## src/rtl/rsthub_pkg.sv

```systemverilog
package rsthub_pkg;

    localparam int STAT_W = 16;

    localparam int BIT_POR   = 0;
    localparam int BIT_BOR   = 1;
    localparam int BIT_WDT   = 4;
    localparam int BIT_SW    = 6;
    localparam int BIT_PIN   = 7;
    localparam int BIT_ILLOP = 14;
    localparam int BIT_TRAP  = 15;

    localparam logic [STAT_W-1:0] IMPL_MASK =
        (STAT_W'(1) << BIT_POR)   | (STAT_W'(1) << BIT_BOR) |
        (STAT_W'(1) << BIT_WDT)   | (STAT_W'(1) << BIT_SW)  |
        (STAT_W'(1) << BIT_PIN)   | (STAT_W'(1) << BIT_ILLOP) |
        (STAT_W'(1) << BIT_TRAP);

    localparam logic [STAT_W-1:0] POR_ONLY = STAT_W'(1) << BIT_POR;

    typedef struct packed {
        logic trap;
        logic illop;
        logic pin;
        logic sw;
        logic wdt;
        logic bor;
        logic por;
    } cause_t;

    function automatic logic [STAT_W-1:0] cause_bits(input cause_t c);
        logic [STAT_W-1:0] v;
        v = '0;
        v[BIT_POR]   = c.por;
        v[BIT_BOR]   = c.bor;
        v[BIT_WDT]   = c.wdt;
        v[BIT_SW]    = c.sw;
        v[BIT_PIN]   = c.pin;
        v[BIT_ILLOP] = c.illop;
        v[BIT_TRAP]  = c.trap;
        return v;
    endfunction

    function automatic logic any_cause(input cause_t c);
        return |c;
    endfunction

endpackage

```

## src/rtl/rsthub_pin_filter.sv

```systemverilog
module rsthub_pin_filter #(
    parameter int SYNC_STAGES = 2,
    parameter int FILT_LEN    = 4
) (
    input  logic clk,
    input  logic rst,
    input  logic pin_n,
    output logic hit
);
    localparam int CW = $clog2(FILT_LEN + 1);

    logic [SYNC_STAGES-1:0] sync_q;
    logic [CW-1:0]          cnt_q;
    logic                   pin_s;

    generate
        for (genvar s = 0; s < SYNC_STAGES; s++) begin : g_sync
            if (s == 0) begin : g_first
                always_ff @(posedge clk) begin
                    if (rst) sync_q[0] <= 1'b1;
                    else     sync_q[0] <= pin_n;
                end
            end else begin : g_rest
                always_ff @(posedge clk) begin
                    if (rst) sync_q[s] <= 1'b1;
                    else     sync_q[s] <= sync_q[s-1];
                end
            end
        end
    endgenerate

    assign pin_s = sync_q[SYNC_STAGES-1];

    always_ff @(posedge clk) begin
        if (rst || pin_s)
            cnt_q <= '0;
        else if (cnt_q != CW'(FILT_LEN))
            cnt_q <= cnt_q + CW'(1);
    end

    assign hit = (cnt_q == CW'(FILT_LEN));

    // an accepted pin request implies the last synchronized sample was low
    a_r8_filter_low: assert property (@(posedge clk) disable iff (rst)
        hit |-> $past(!pin_s));

    // a high synchronized sample always drops an accepted request
    a_r8_high_clears: assert property (@(posedge clk) disable iff (rst)
        pin_s |=> !hit);

endmodule

```

## src/rtl/rsthub_stretch.sv

```systemverilog
module rsthub_stretch #(
    parameter int HOLD = 16
) (
    input  logic clk,
    input  logic rst,
    input  logic any_req,
    output logic sys_rst
);
    localparam int HW = $clog2(HOLD + 1);
    localparam int QW = $clog2(HOLD + 2);

    logic [HW-1:0] hold_q;
    logic          rst_q;

    always_ff @(posedge clk) begin
        if (rst || any_req) begin
            rst_q  <= 1'b1;
            hold_q <= HW'(HOLD);
        end else if (hold_q != '0) begin
            rst_q  <= 1'b1;
            hold_q <= hold_q - HW'(1);
        end else begin
            rst_q  <= 1'b0;
        end
    end

    assign sys_rst = rst_q;

    // checker-side count of quiet cycles since the last request
    logic [QW-1:0] quiet_q;
    always_ff @(posedge clk) begin
        if (rst || any_req)
            quiet_q <= '0;
        else if (quiet_q != QW'(HOLD + 1))
            quiet_q <= quiet_q + QW'(1);
    end

    // any request raises the system reset on the next edge
    a_r1_req_raises: assert property (@(posedge clk) disable iff (rst)
        any_req |=> sys_rst);

    // release happens only after exactly HOLD+1 request-free edges
    a_r2_release_window: assert property (@(posedge clk) disable iff (rst)
        $fell(sys_rst) |-> (quiet_q == QW'(HOLD + 1)));

    // no early release while the quiet window is still open
    a_r2_held_in_window: assert property (@(posedge clk) disable iff (rst)
        (quiet_q < QW'(HOLD + 1)) |-> sys_rst);

endmodule

```

## src/rtl/rsthub_status.sv

```systemverilog
module rsthub_status
    import rsthub_pkg::*;
(
    input  logic              clk,
    input  logic              por,
    input  cause_t            hits,
    input  logic              sys_rst,
    input  logic              wr_en,
    input  logic [STAT_W-1:0] wdata,
    output logic [STAT_W-1:0] status
);
    logic [STAT_W-1:0] status_q;
    logic [STAT_W-1:0] base_d;
    logic [STAT_W-1:0] set_d;
    logic              wr_ok;

    always_comb begin
        wr_ok  = wr_en && !sys_rst;
        base_d = wr_ok ? (wdata & IMPL_MASK) : status_q;
        set_d  = cause_bits(hits);
    end

    always_ff @(posedge clk) begin
        if (por) status_q <= POR_ONLY;
        else     status_q <= base_d | set_d;
    end

    assign status = status_q;

    // power-on leaves only its own bit
    a_r4_por_only: assert property (@(posedge clk)
        por |=> (status == 16'h0001));

    // reserved bits never read as one
    a_r5_reserved_zero: assert property (@(posedge clk) disable iff (por)
        (status & ~IMPL_MASK) == '0);

    // with reset held and no cause active, the register does not move
    a_r9_write_ignored: assert property (@(posedge clk) disable iff (por)
        (sys_rst && !any_cause(hits)) |=> $stable(status));

    // hardware-set bits are present after the edge regardless of writes
    a_r10_hw_wins: assert property (@(posedge clk) disable iff (por)
        any_cause(hits) |=> ((status & $past(set_d)) == $past(set_d)));

endmodule

```

## src/rtl/reset_hub.sv

```systemverilog
module reset_hub
    import rsthub_pkg::*;
#(
    parameter int SYNC_STAGES = 2,
    parameter int FILT_LEN    = 4,
    parameter int HOLD_CYCLES = 16
) (
    input  logic        clk,
    input  logic        por_req,
    input  logic        bor_req,
    input  logic        mclr_pin_n,
    input  logic        swrst_req,
    input  logic        wdt_req,
    input  logic        trap_req,
    input  logic        illop_req,
    input  logic        reg_wr_en,
    input  logic [15:0] reg_wdata,
    output logic [15:0] reg_rdata,
    output logic        sys_rst
);
    cause_t hits;
    logic   pin_hit;
    logic   any_req;

    rsthub_pin_filter #(
        .SYNC_STAGES (SYNC_STAGES),
        .FILT_LEN    (FILT_LEN)
    ) u_filter (
        .clk   (clk),
        .rst   (por_req),
        .pin_n (mclr_pin_n),
        .hit   (pin_hit)
    );

    always_comb begin
        hits.por   = por_req;
        hits.bor   = bor_req;
        hits.pin   = pin_hit;
        hits.sw    = swrst_req;
        hits.wdt   = wdt_req;
        hits.trap  = trap_req;
        hits.illop = illop_req;
        any_req    = any_cause(hits);
    end

    rsthub_stretch #(
        .HOLD (HOLD_CYCLES)
    ) u_stretch (
        .clk     (clk),
        .rst     (por_req),
        .any_req (any_req),
        .sys_rst (sys_rst)
    );

    rsthub_status u_status (
        .clk     (clk),
        .por     (por_req),
        .hits    (hits),
        .sys_rst (sys_rst),
        .wr_en   (reg_wr_en),
        .wdata   (reg_wdata),
        .status  (reg_rdata)
    );

    // a software write alone never brings the system into reset
    a_r6_write_no_reset: assert property (@(posedge clk) disable iff (por_req)
        (!sys_rst && !any_req && reg_wr_en) |=> !sys_rst);

    // a non-power-on cause keeps other bits set (no write in flight)
    a_r7_sticky: assert property (@(posedge clk) disable iff (por_req)
        (any_req && !(reg_wr_en && !sys_rst)) |=> ((reg_rdata & $past(reg_rdata)) == $past(reg_rdata)));

endmodule

```

## config.mk

```make
export PLATFORM = sky130hd
export DESIGN_NAME = reset_hub
export DESIGN_NICKNAME = d
export VERILOG_FILES = /design/src/rtl/rsthub_pkg.sv /design/src/rtl/rsthub_pin_filter.sv /design/src/rtl/rsthub_stretch.sv /design/src/rtl/rsthub_status.sv /design/src/rtl/reset_hub.sv
export SDC_FILE = /design/constraint.sdc
export NUM_CORES = 1
export LEC_CHECK = 0
export ABC_AREA = 1
export CAP_MARGIN = 20
export CORE_MARGIN = 4
export CORE_UTILIZATION = 42
export DETAILED_ROUTE_END_ITERATION = 6
export PLACE_DENSITY = 0.82
export SETUP_SLACK_MARGIN = 0.5
export SLEW_MARGIN = 20
export SYNTH_ARGS = -nofsm -noshare
export SYNTH_HDL_FRONTEND = slang
export SYNTH_SLANG_ARGS = --single-unit
```

## constraint.sdc

```tcl
create_clock -name clk -period 1.8 [get_ports clk]
set_input_delay 0.18 -clock clk [delete_from_list [all_inputs] [get_ports clk]]
set_output_delay 0.18 -clock clk [all_outputs]
set_load 0.005 [all_outputs]
```

==> impl_metrics.py <==
metrics = {
    "status": {
        "status": "finished, final reports clean",
    },
    "finish": {
        "fin_cells": 173,
        "area_delta_synth_final_pct": 29.47,
        "final_nets": 176,
        "antenna_cells": 0,
        "stdcell_area_um2": 1132,
        "drive_gt1_share_pct": 13.01,
    },
    "detailed_routing": {
        "vias": 768,
        "ant_nets": 0,
        "post_drt_wl_per_cell_um": 10.97,
        "viasPerCell": 4.439,
        "drt_iter0_drc": 17,
        "first_pass_iters": 4,
        "wirelength_mm": 1.898,
        "drc": 0,
    },
    "grt": {
        "grt_usage_pct": 13.02,
        "grt_overflow": 0,
        "antenna_found_initial": 0,
        "grt_max_degree": 12,
        "grt_pass1_vias": 681,
        "grt_pass1_wl_mm": 2.760,
    },
    "pwr": {
        "sequentialPowerShare_pct": 59.7,
        "intPower_mw": 0.5407,
        "powerDensity_nw_per_um2": 615.5,
        "swShare_pct": 22.43,
        "clkPwrFrac_pct": 27.5,
        "p_sw_mw": 0.1563,
        "vdd_drop_max_mv": 0.3253,
        "cellLeakagePower_nw": 0.5679,
        "pwr-share-comb_pct": 12.8,
    },
    "yosys": {
        "synth_seq_area_share_pct": 41.20,
        "syn_area_um2": 874.6,
        "syn_area_per_cell_um2": 7.228,
        "ys_seq_elements": 18,
        "yosys_warnings": 0,
        "postSynthCellCount": 121,
        "yosys.cell_types.count": 16,
    },
    "clocking": {
        "cts_inserted_buffers": 3,
        "root_buffer": "clkbuf_4",
        "hold_buffers": 0,
        "path_clk_slew_ns": 0.10,
        "tritoncts": "built",
        "clkSinkCount": 18,
        "cts_max_path_buffers": 2,
        "cts_max_level": 1,
        "clock_latency_ns": 0.28,
    },
    "timing": {
        "min_period_ns": 1.188,
        "setup_viol": 0,
        "rsz0062_at_grt": "no",
        "fin_tns_setup_ns": 0,
        "hold_viol_final": 0,
        "skew_ns": 0.0009679,
        "finalMaxSlewViolations": 0,
        "fin_ws_ns": 0.6115,
        "max_freq_mhz": 841.4,
        "period_share_pct": 66.03,
    },
    "die": {
        "rows": 16,
        "start_util_pct": 44.58,
        "io_pins": 42,
        "die_h_um": 53.63,
        "dieWidth_um": 53.63,
        "core_area_um2": 1962,
        "die_area_um2": 2876,
    },
    "run": {
        "maxCapViolations": 0,
    },
    "worst_setup_path": {
        "worst_setup_path_start_kind": "register",
        "critPathCaptureType": "register",
        "critPathRequiredTime_ns": 2.02,
        "arrival_ns": 1.41,
        "critPathKind": "register to register",
        "worstPathMaxFanout": 5,
    },
    "placed_design": {
        "placed_cell_area_um2": 1086,
        "portBuffers": 23,
        "place_congestion": 0.6861,
        "place_ws_ns": 0.3747,
        "place_hpwl_mm": 1.469,
        "dp_cells": 169,
    },
    "min_path": {
        "hp-class": "register to register",
    },
}
-- per-stage QoR --
step / power [mW] / hold WS [ns] / utilization, %
floorplan: 0.4758 / 0.2838 / -
global placement: 0.5138 / 0.3981 / 55.36
detailed placement: 0.5172 / 0.3934 / 55.36
CTS: 0.7033 / 0.4168 / 57.08
global route: 0.7318 / 0.4240 / 57.72
finish: 0.6970 / 0.4170 / 57.72
-- metal layers --
metal  vias up  track usage (%)  routed length, um
met2        23            24.49                971
met4         0            4.255                  7
li1        403                -                  -
met3         2            3.878                154
met1       340            13.64                763
met5         -                0                  0
-- placed cells by master (no fill, tap or decap) --
master,instances
a21oi_1,9
a31oi_1,1
buf_4,2
clkbuf_4,3
clkdlybuf4s50_1,15
conb_1,9
dfxtp_1,11
dfxtp_2,7
dlygate4sd2_1,4
dlymetal6s2s_1,4
ha_1,3
inv_1,20
nand2_1,23
nand2_2,1
nand3_1,2
nand4_1,5
nor2_1,17
nor2_2,4
o21ai_0,3
or2_2,2
xnor2_1,1
-- registers in the layout (all words and copies together) (netlist names) --
| signal | cells |
|---|---|
| u_stretch.sys_rst | 1 |
| u_filter.cnt_q | 3 |
| u_stretch.hold_q | 5 |
| u_filter.sync_q | 1 |
| u_status.status | 7 |
| u_filter.pin_s | 1 |
-- final timing paths --
| path | startpoint | depth (start not counted) | slack, ns | endpoint |
|---|---|---|---|---|
| worst min-delay path | u_filter.sync_q[0] | 1 | 0.42 | u_filter.pin_s |
| worst max-delay path | u_filter.cnt_q[0] | 7 | 0.61 | u_stretch.hold_q[3] |
| worst max register to register | u_filter.cnt_q[0] | 7 | 0.61 | u_stretch.hold_q[3] |
| worst min register to register | u_filter.sync_q[0] | 1 | 0.42 | u_filter.pin_s |
-- repair_timing --
item	4_1_cts	5_1_grt
pin swaps	0	2
endpoints found under the setup margin	10	9
buffers inserted	1	0
hold endpoints to repair	0	0
gates resized for setup	11	5
cloned	0	0
-- area by class of cell --
class	instances	area, um2
Fill cell	190	829.5
Multi-Input combinational cell	80	381.6
Sequential cell	18	369.1
Timing Repair Buffer	25	250.2
Inverter	20	75.07
Tap cell	27	33.78
Clock buffer	3	22.52
-- power by group through the flow --
stage                     clock network [mW]  registers, mW  logic (mW)
after global routing                   0.215          0.417      0.0997
after floorplan                            0          0.425      0.0505
final                                  0.192          0.416      0.0892
after global placement                     0          0.424      0.0898
after CTS                              0.197          0.416      0.0897
after detailed placement                   0          0.425      0.0922
-- worst max-delay path: stages, from the launching register on --
cell and delay (ns):
dfxtp_2 0.36, inv_1 0.05, ha_1 0.22, nand2_2 0.11
nand2_1 0.07, nor2_2 0.13, nand2_1 0.09, nor2_1 0.09
-- cell usage after synthesis --
| library cell | n | area, um2 |
|---|---|---|
| or2_2 | 2 | 12.51 |
| o21ai_0 | 3 | 15.01 |
| a21oi_1 | 9 | 45.04 |
| nor2_2 | 4 | 25.02 |
| a31oi_1 | 1 | 6.260 |
| nand4_1 | 5 | 31.28 |
| nor2_1 | 17 | 63.81 |
| dfxtp_1 | 18 | 360.4 |
| inv_1 | 20 | 75.07 |
| nand3_1 | 2 | 10.01 |
| ha_1 | 3 | 37.54 |
| buf_6 | 2 | 22.52 |
| xnor2_1 | 1 | 8.760 |
| buf_4 | 9 | 67.56 |
| nand2_1 | 24 | 90.09 |
| conb_1 | 1 | 3.750 |
-- cell families (layout without fill, tap and decap cells) --
| kind of cell | count (synthesis) | after routing | synth area share, % |
|---|---|---|---|
| adders and majority gates | 3 | 3 | 4.292 |
| xor gates and xnor gates | 1 | 1 | 1.002 |
| buffers and inverters | 31 | 48 | 18.88 |
| other | 1 | 9 | 0.4288 |
| AOI/OAI and AO/OA | 13 | 13 | 7.582 |
| and+or+nand+nor | 54 | 54 | 26.61 |
| DFF | 18 | 18 | 41.20 |
Note: power is estimated with default switching activity, not from simulation.
